$ cat config.mk
export PLATFORM = sky130hd
export DESIGN_NAME = radian_phase_gen
export DESIGN_NICKNAME = d
export VERILOG_FILES = /design/src/rtl/rpg_pkg.sv /design/src/rtl/rpg_accum.sv /design/src/rtl/rpg_fold.sv /design/src/rtl/rpg_scale.sv /design/src/rtl/radian_phase_gen.sv
export SDC_FILE = /design/constraint.sdc
export NUM_CORES = 1
export LEC_CHECK = 0
export CAP_MARGIN = 5
export CORE_ASPECT_RATIO = 1.4
export CORE_MARGIN = 4
export CORE_UTILIZATION = 61
export CTS_BUF_LIST = sky130_fd_sc_hd__clkbuf_8
export DETAILED_ROUTE_END_ITERATION = 6
export DONT_BUFFER_PORTS = 1
export GPL_TIMING_DRIVEN = 0
export PLACE_DENSITY = 0.8
export SYNTH_ARGS = -nofsm -noshare
export SYNTH_HDL_FRONTEND = slang
export SYNTH_SLANG_ARGS = --single-unit
$ cat constraint.sdc
create_clock -name clk -period 5.4 [get_ports clk]
set_clock_uncertainty 0.15 [all_clocks]
set_input_delay 1.08 -clock clk [delete_from_list [all_inputs] [get_ports clk]]
set_output_delay 1.08 -clock clk [all_outputs]
set_load 0.05 [all_outputs]
$ cat src/rtl/rpg_pkg.sv
// Package rpg_pkg
// Shared widths and the fixed pi/4 coefficient for the radian phase generator.
// Assumes an unsigned binary fraction of COEF_W bits for the coefficient.
package rpg_pkg;
    localparam int unsigned TUNE_W = 32;   // tuning word and phase register width
    localparam int unsigned OCT_W  = 3;    // octant select bits taken from the top
    localparam int unsigned FOLD_W = 22;   // remainder bits fed to the multiplier
    localparam int unsigned COEF_W = 18;   // coefficient width
    localparam int unsigned RAD_W  = 18;   // radian output width

    // pi/4 as an unsigned fraction of w bits, truncated
    function automatic longint unsigned pi4_coef(input int unsigned w);
        return longint'($rtoi(0.7853981633974483 * (2.0 ** w)));
    endfunction
endpackage

$ cat src/rtl/rpg_accum.sv
// Module rpg_accum
// Holds the tuning word and the phase register. The phase adds the stored
// word every clock. A load replaces the word for use from the next clock.
// Assumes: synchronous active-low reset, inputs stable around the edge.
module rpg_accum #(
    parameter int unsigned W = 32
) (
    input  logic         clk,
    input  logic         rst_n,
    input  logic         load,
    input  logic [W-1:0] word_in,
    output logic [W-1:0] phase
);
    logic [W-1:0] word_q;
    logic [W-1:0] phase_q;
    logic         armed;

    // tuning word register, cleared by reset
    always_ff @(posedge clk) begin
        if (!rst_n)    word_q <= '0;
        else if (load) word_q <= word_in;
    end

    // phase register: wraps modulo 2^W
    always_ff @(posedge clk) begin
        if (!rst_n) phase_q <= '0;
        else        phase_q <= phase_q + word_q;
    end

    // marks that the previous cycle was out of reset, for the checks below
    always_ff @(posedge clk) begin
        if (!rst_n) armed <= 1'b0;
        else        armed <= 1'b1;
    end

    assign phase = phase_q;

    AST_PHASE_STEP: assert property (@(posedge clk) disable iff (!rst_n)
        armed |-> phase_q == $past(phase_q) + $past(word_q));
    AST_WORD_HOLD: assert property (@(posedge clk) disable iff (!rst_n)
        (armed && !$past(load)) |-> $stable(word_q));
endmodule

$ cat src/rtl/rpg_fold.sv
// Module rpg_fold
// First pipeline stage and multiplier input register. It splits the phase
// into octant bits and a remainder, and mirrors the remainder (bitwise
// complement) in odd octants. Carries a valid bit set once out of reset.
// Assumes: W >= OCT_W + FW.
module rpg_fold #(
    parameter int unsigned W     = 32,
    parameter int unsigned OCT_W = 3,
    parameter int unsigned FW    = 22
) (
    input  logic             clk,
    input  logic             rst_n,
    input  logic [W-1:0]     phase,
    output logic [OCT_W-1:0] oct_q,
    output logic [FW-1:0]    fold_q,
    output logic             vld_q
);
    localparam int unsigned REM_HI = W - OCT_W - 1;
    localparam int unsigned REM_LO = W - OCT_W - FW;
    localparam int unsigned MIRROR = W - OCT_W;   // lowest octant bit

    logic [FW-1:0]    rem;
    logic [FW-1:0]    fold_d;
    logic [OCT_W-1:0] oct_d;

    // pick octant and remainder fields, mirror on odd octants
    always_comb begin
        oct_d  = phase[W-1 -: OCT_W];
        rem    = phase[REM_HI:REM_LO];
        fold_d = phase[MIRROR] ? ~rem : rem;
    end

    // multiplier input register with synchronous reset
    always_ff @(posedge clk) begin
        if (!rst_n) begin
            oct_q  <= '0;
            fold_q <= '0;
            vld_q  <= 1'b0;
        end else begin
            oct_q  <= oct_d;
            fold_q <= fold_d;
            vld_q  <= 1'b1;
        end
    end

    AST_OCT_FIELD: assert property (@(posedge clk) disable iff (!rst_n)
        vld_q |-> oct_q == $past(phase[W-1 -: OCT_W]));
    AST_FOLD_EVEN: assert property (@(posedge clk) disable iff (!rst_n)
        (vld_q && !oct_q[0]) |-> fold_q == $past(phase[REM_HI:REM_LO]));
endmodule

$ cat src/rtl/rpg_scale.sv
// Module rpg_scale
// Fixed-coefficient multiplier with registered output, plus STAGES-1
// extra output stages. A side tag (octant and valid) travels through the
// same number of registers, so it stays aligned with the product.
// Assumes: STAGES >= 1, COEF < 2^CW.
module rpg_scale #(
    parameter int unsigned AW     = 22,
    parameter int unsigned CW     = 18,
    parameter int unsigned OW     = 18,
    parameter int unsigned TAG_W  = 4,
    parameter int unsigned STAGES = 1,
    parameter logic [CW-1:0] COEF = '0
) (
    input  logic             clk,
    input  logic             rst_n,
    input  logic [AW-1:0]    a_in,
    input  logic [TAG_W-1:0] tag_in,
    output logic [OW-1:0]    prod_top,
    output logic [TAG_W-1:0] tag_out
);
    localparam int unsigned PW = AW + CW;

    logic [PW-1:0]    prod_d;
    logic [OW-1:0]    pipe_p [STAGES];
    logic [TAG_W-1:0] pipe_t [STAGES];

    // multiply by the constant and keep the top OW bits
    always_comb prod_d = PW'(a_in) * PW'(COEF);

    // first output register straight after the multiplier
    always_ff @(posedge clk) begin
        if (!rst_n) begin
            pipe_p[0] <= '0;
            pipe_t[0] <= '0;
        end else begin
            pipe_p[0] <= prod_d[PW-1 -: OW];
            pipe_t[0] <= tag_in;
        end
    end

    // optional extra retiming stages, tag delayed alongside
    for (genvar s = 1; s < STAGES; s++) begin : g_stage
        always_ff @(posedge clk) begin
            if (!rst_n) begin
                pipe_p[s] <= '0;
                pipe_t[s] <= '0;
            end else begin
                pipe_p[s] <= pipe_p[s-1];
                pipe_t[s] <= pipe_t[s-1];
            end
        end
    end

    assign prod_top = pipe_p[STAGES-1];
    assign tag_out  = pipe_t[STAGES-1];

    AST_ANGLE_BOUND: assert property (@(posedge clk) disable iff (!rst_n)
        pipe_p[0] < COEF);
endmodule

$ cat src/rtl/radian_phase_gen.sv
// Module radian_phase_gen
// Top level: phase accumulator -> fold stage (multiplier input register)
// -> pi/4 scaling (multiplier output register). The octant bits and the
// valid flag travel with the angle. Latency from phase register to
// outputs is 1 + MUL_STAGES edges.
// Assumes: synchronous active-low reset held for at least one edge.
module radian_phase_gen
    import rpg_pkg::*;
#(
    parameter int unsigned MUL_STAGES = 1
) (
    input  logic              clk,
    input  logic              rst_n,
    input  logic              tune_load,
    input  logic [TUNE_W-1:0] tune_word,
    output logic [RAD_W-1:0]  angle_rad,
    output logic [OCT_W-1:0]  octant,
    output logic              angle_valid
);
    localparam logic [COEF_W-1:0] PI4 = COEF_W'(pi4_coef(COEF_W));
    localparam int unsigned TAG_W = OCT_W + 1;

    logic [TUNE_W-1:0] phase;
    logic [OCT_W-1:0]  oct1;
    logic [FOLD_W-1:0] fold1;
    logic              vld1;
    logic [TAG_W-1:0]  tag_o;

    rpg_accum #(.W(TUNE_W)) u_accum (
        .clk     (clk),
        .rst_n   (rst_n),
        .load    (tune_load),
        .word_in (tune_word),
        .phase   (phase)
    );

    rpg_fold #(.W(TUNE_W), .OCT_W(OCT_W), .FW(FOLD_W)) u_fold (
        .clk    (clk),
        .rst_n  (rst_n),
        .phase  (phase),
        .oct_q  (oct1),
        .fold_q (fold1),
        .vld_q  (vld1)
    );

    rpg_scale #(
        .AW(FOLD_W), .CW(COEF_W), .OW(RAD_W), .TAG_W(TAG_W),
        .STAGES(MUL_STAGES), .COEF(PI4)
    ) u_scale (
        .clk      (clk),
        .rst_n    (rst_n),
        .a_in     (fold1),
        .tag_in   ({vld1, oct1}),
        .prod_top (angle_rad),
        .tag_out  (tag_o)
    );

    assign octant      = tag_o[OCT_W-1:0];
    assign angle_valid = tag_o[OCT_W];

    AST_VALID_HOLD: assert property (@(posedge clk) disable iff (!rst_n)
        angle_valid |=> angle_valid);
    AST_RESET_CLEAR: assert property (@(posedge clk)
        !rst_n |=> (!angle_valid && angle_rad == '0 && octant == '0));
endmodule

==> flow_metrics.env <==
export IMPL_outcome="finished, violations left"
export IMPL_violations="negative setup slack"
export IMPL_wl_microns=22400
export IMPL_rows=56
export IMPL_dieArea_sq_mm=0.0196
export IMPL_core_area_sq_mm=0.0170
export IMPL_syn_num_nets=1427
export IMPL_fill_cells=1268
export IMPL_synth_edf_count=0
export IMPL_rsz0062_at_grt="true"
export IMPL_cts_buffers=9
export IMPL_slowest_stage="fa_1"
export IMPL_synth_main_ff_cell="dfxtp_1"
export IMPL_worst_ep_required_time_ps=5500
export IMPL_cts_reportedPaths_clkPinSlew_ps=110
export IMPL_gr_total_overflow=0
export IMPL_antenna_found_initial=0
export IMPL_preCtsSetupSlack_ps=-454
export IMPL_area_delta_synth_final_pct=10.6
export IMPL_ctsRootBufferMaster="clkbuf_8"
export IMPL_fmax_mhz=175
export IMPL_drtIter0Drc=323
export IMPL_setup_tns_ps=-1530
export IMPL_die_w_microns=120
export IMPL_avgSynthCellArea_sq_um=9.71
export IMPL_end_kind="flip-flop"
export IMPL_detail_route_first_pass_iterations=4
export IMPL_crit_top_cell="fa_1"
export IMPL_cts_tree="built"
export IMPL_vdd_drop_max_uv=385
export IMPL_setup_violations_final=10
export IMPL_final_max_slew_viol_count=0
export IMPL_max_stage_delay_ps=550
export IMPL_final_common_cell="inv_1"
export IMPL_maxCapViolCount=0
export IMPL_grt_pass1_vias=8126
export IMPL_stdcell_count=1368
export IMPL_via_per_inst=5.51
export IMPL_synthCells=1094
export IMPL_crit_arrival_ps=5810
export IMPL_grt_max_degree=22
export IMPL_clockBufferDepth=2
export IMPL_grt_usage=0.235
export IMPL_cts_sinks=112
export IMPL_fin_crit_ps=5710
export IMPL_die_h_microns=164
export IMPL_top_level_ports=57
export IMPL_p_per_area_mw_per_mm2=499
export IMPL_vias=7534
export IMPL_hold_viol_final=0
export IMPL_initial_utilization=0.626
export IMPL_finish_net_count=1464
export IMPL_cp_cell_sequence="ha_1, inv_1, fa_1, fa_1, fa_1, inv_1, fa_1, inv_1, fa_1, inv_1, ha_4, a21oi_1, o21ai_0, and2_1, o21a_1, a311o_2, buf_4, a31oi_2, xor2_1, nor2_1"
export IMPL_post_drt_wl_per_cell_microns=16.4
export IMPL_ctsHtreeMaxLevel=3
export IMPL_p_leak_nw=6.07
export IMPL_yosys_register_bits=112
export IMPL_drc_errors=0
export IMPL_finalCritPeriodShare=1.06
export IMPL_final_cell_mix="195 x inv_1, 161 x ha_1, 119 x fa_1"
export IMPL_hpwlAfterDp_microns=17800
export IMPL_grt_pass1_wl_microns=37300
export IMPL_worstHoldStart="u_fold.oct_q[0]"
export IMPL_cts_hold_buf=0
export IMPL_r2r_start="u_fold.fold_q[8]"
export IMPL_finalPower_w=0.00586
export IMPL_min_path_type="flip-flop to flip-flop"
export IMPL_port_buffer_count=0
export IMPL_drive_gt1_frac=0.101
export IMPL_worstPathMaxFanout=6
export IMPL_netlist_area_sq_mm=0.0106
export IMPL_critical_path_top_delay_family="adder cells"
export IMPL_clk_latency_ps=380
export IMPL_dp_cells=1326
export IMPL_worstSetupStartpoint="u_fold.fold_q[8]"
export IMPL_ys_types=61
export IMPL_ys_seq_area_frac=0.211
export IMPL_criticalPathCategory="flip-flop to flip-flop"
export IMPL_start_kind="flip-flop"
export IMPL_n_antenna_cell=0
export IMPL_drtAntennaViolNets=0
export IMPL_relSlewSlack=0.503
export IMPL_worstMarginPinSlew_ps=746
export IMPL_yosysWarnings=0
export IMPL_synthArstFlopShare=0
export IMPL_fin_ws_ps=-313
export IMPL_crit_buf_inv=5
export IMPL_gp_congestion=0.893
==> power by group <==
| group | switching [W] | internal [W] | total (W) | leakage (nW) |
|---|---|---|---|---|
| Combinational | 0.00222 | 0.00192 | 0.00413 | 5.04 |
| Sequential | 0.000243 | 0.000944 | 0.00119 | 0.932 |
| Clock | 0.000314 | 0.000228 | 0.000542 | 0.106 |
| Total | 0.00277 | 0.00309 | 0.00586 | 6.07 |
==> worst register-to-register path, stage by stage, from the launching register on <==
cell	delay [ps]
dfxtp_4	380
ha_1	300
inv_1	120
fa_1	490
fa_1	520
fa_1	550
inv_1	60
fa_1	550
inv_1	60
fa_1	530
inv_1	60
ha_4	260
a21oi_1	140
o21ai_0	140
and2_1	200
o21a_1	160
a311o_2	390
buf_4	170
a31oi_2	140
xor2_1	180
nor2_1	60
==> through the flow <==
step,hold slack (ps),util,cell area [sq um]
floorplan,262,-,10700
global placement,274,0.649,11000
detailed placement,281,0.649,11000
CTS,307,0.683,11600
global route,333,0.693,11700
finish,302,0.693,11700
==> cell families after synthesis <==
| family | after synthesis | synth area share |
|---|---|---|
| xor gates and xnor gates | 62 | 0.0511 |
| DFF | 112 | 0.211 |
| adders and majority gates | 298 | 0.436 |
| and+or+nand+nor | 214 | 0.0903 |
| buffers and inverters | 220 | 0.0779 |
| muxes | 37 | 0.0349 |
| AOI/OAI and AO/OA | 151 | 0.0989 |
==> per-layer routing <==
metal	up-vias	GRT usage	wire length, microns
met5	-	0	0
met4	0	0.0808	693
met3	45	0.0248	493
met2	123	0.463	12600
met1	3707	0.258	8600
li1	3659	-	-
==> synth_stat cells (6+ instances only) <==
cell / n / area [sq um]
nand2_1: 34 / 128
ha_1: 178 / 2230
inv_1: 199 / 747
mux2i_1: 37 / 370
xor2_1: 21 / 184
clkbuf_1: 13 / 48.8
nand4_1: 9 / 56.3
o21ai_1: 6 / 30.0
nand2b_1: 8 / 50.1
xnor2_1: 41 / 359
and2_1: 13 / 81.3
o21ai_0: 13 / 65.1
a21o_1: 24 / 180
a31oi_1: 7 / 43.8
o21a_1: 6 / 45.0
and3_1: 7 / 43.8
nor2_1: 112 / 420
nor3_1: 9 / 45.0
a21oi_1: 42 / 210
buf_1: 6 / 22.5
fa_1: 120 / 2400
dfxtp_1: 112 / 2240
nand3_1: 9 / 45.0
==> state kept, by name (all words and copies together) (netlist names) <==
register and cells:
u_scale.pipe_t 4, u_fold.fold_q 22, u_accum.word_q 32, u_accum.phase 32, u_fold.vld_q 1, u_fold.oct_q 3
u_scale.pipe_p 18
==> what timing repair did <==
action	in CTS	in global routing
pin swaps	54	17
setup endpoints to repair	14	17
gates resized for setup	39	23
gates cloned	0	0
setup buffers	19	7
==> worst paths after layout <==
path                            slack (ps)  cells after the start               endpoint
worst min register to register         300                      1   u_scale.pipe_t[0][0]
worst max register to register        -310                     20  u_scale.pipe_p[0][15]
worst max-delay path                  -310                     20  u_scale.pipe_p[0][15]
worst min-delay path                   300                      1   u_scale.pipe_t[0][0]
==> cell type report <==
type	instances	area, sq um	share of cell area
clock buffers	9	124	0.0105
multi-input cells	762	7900	0.672
plain buffers	20	76.3	0.00650
flip-flops and latches	112	2290	0.195
clock inverters	7	96.3	0.00820
repair buffers	26	224	0.0191
inverters	200	751	0.0639
well taps	232	290	0.0247
No activity file was read; power rests on OpenSTA's default activity.
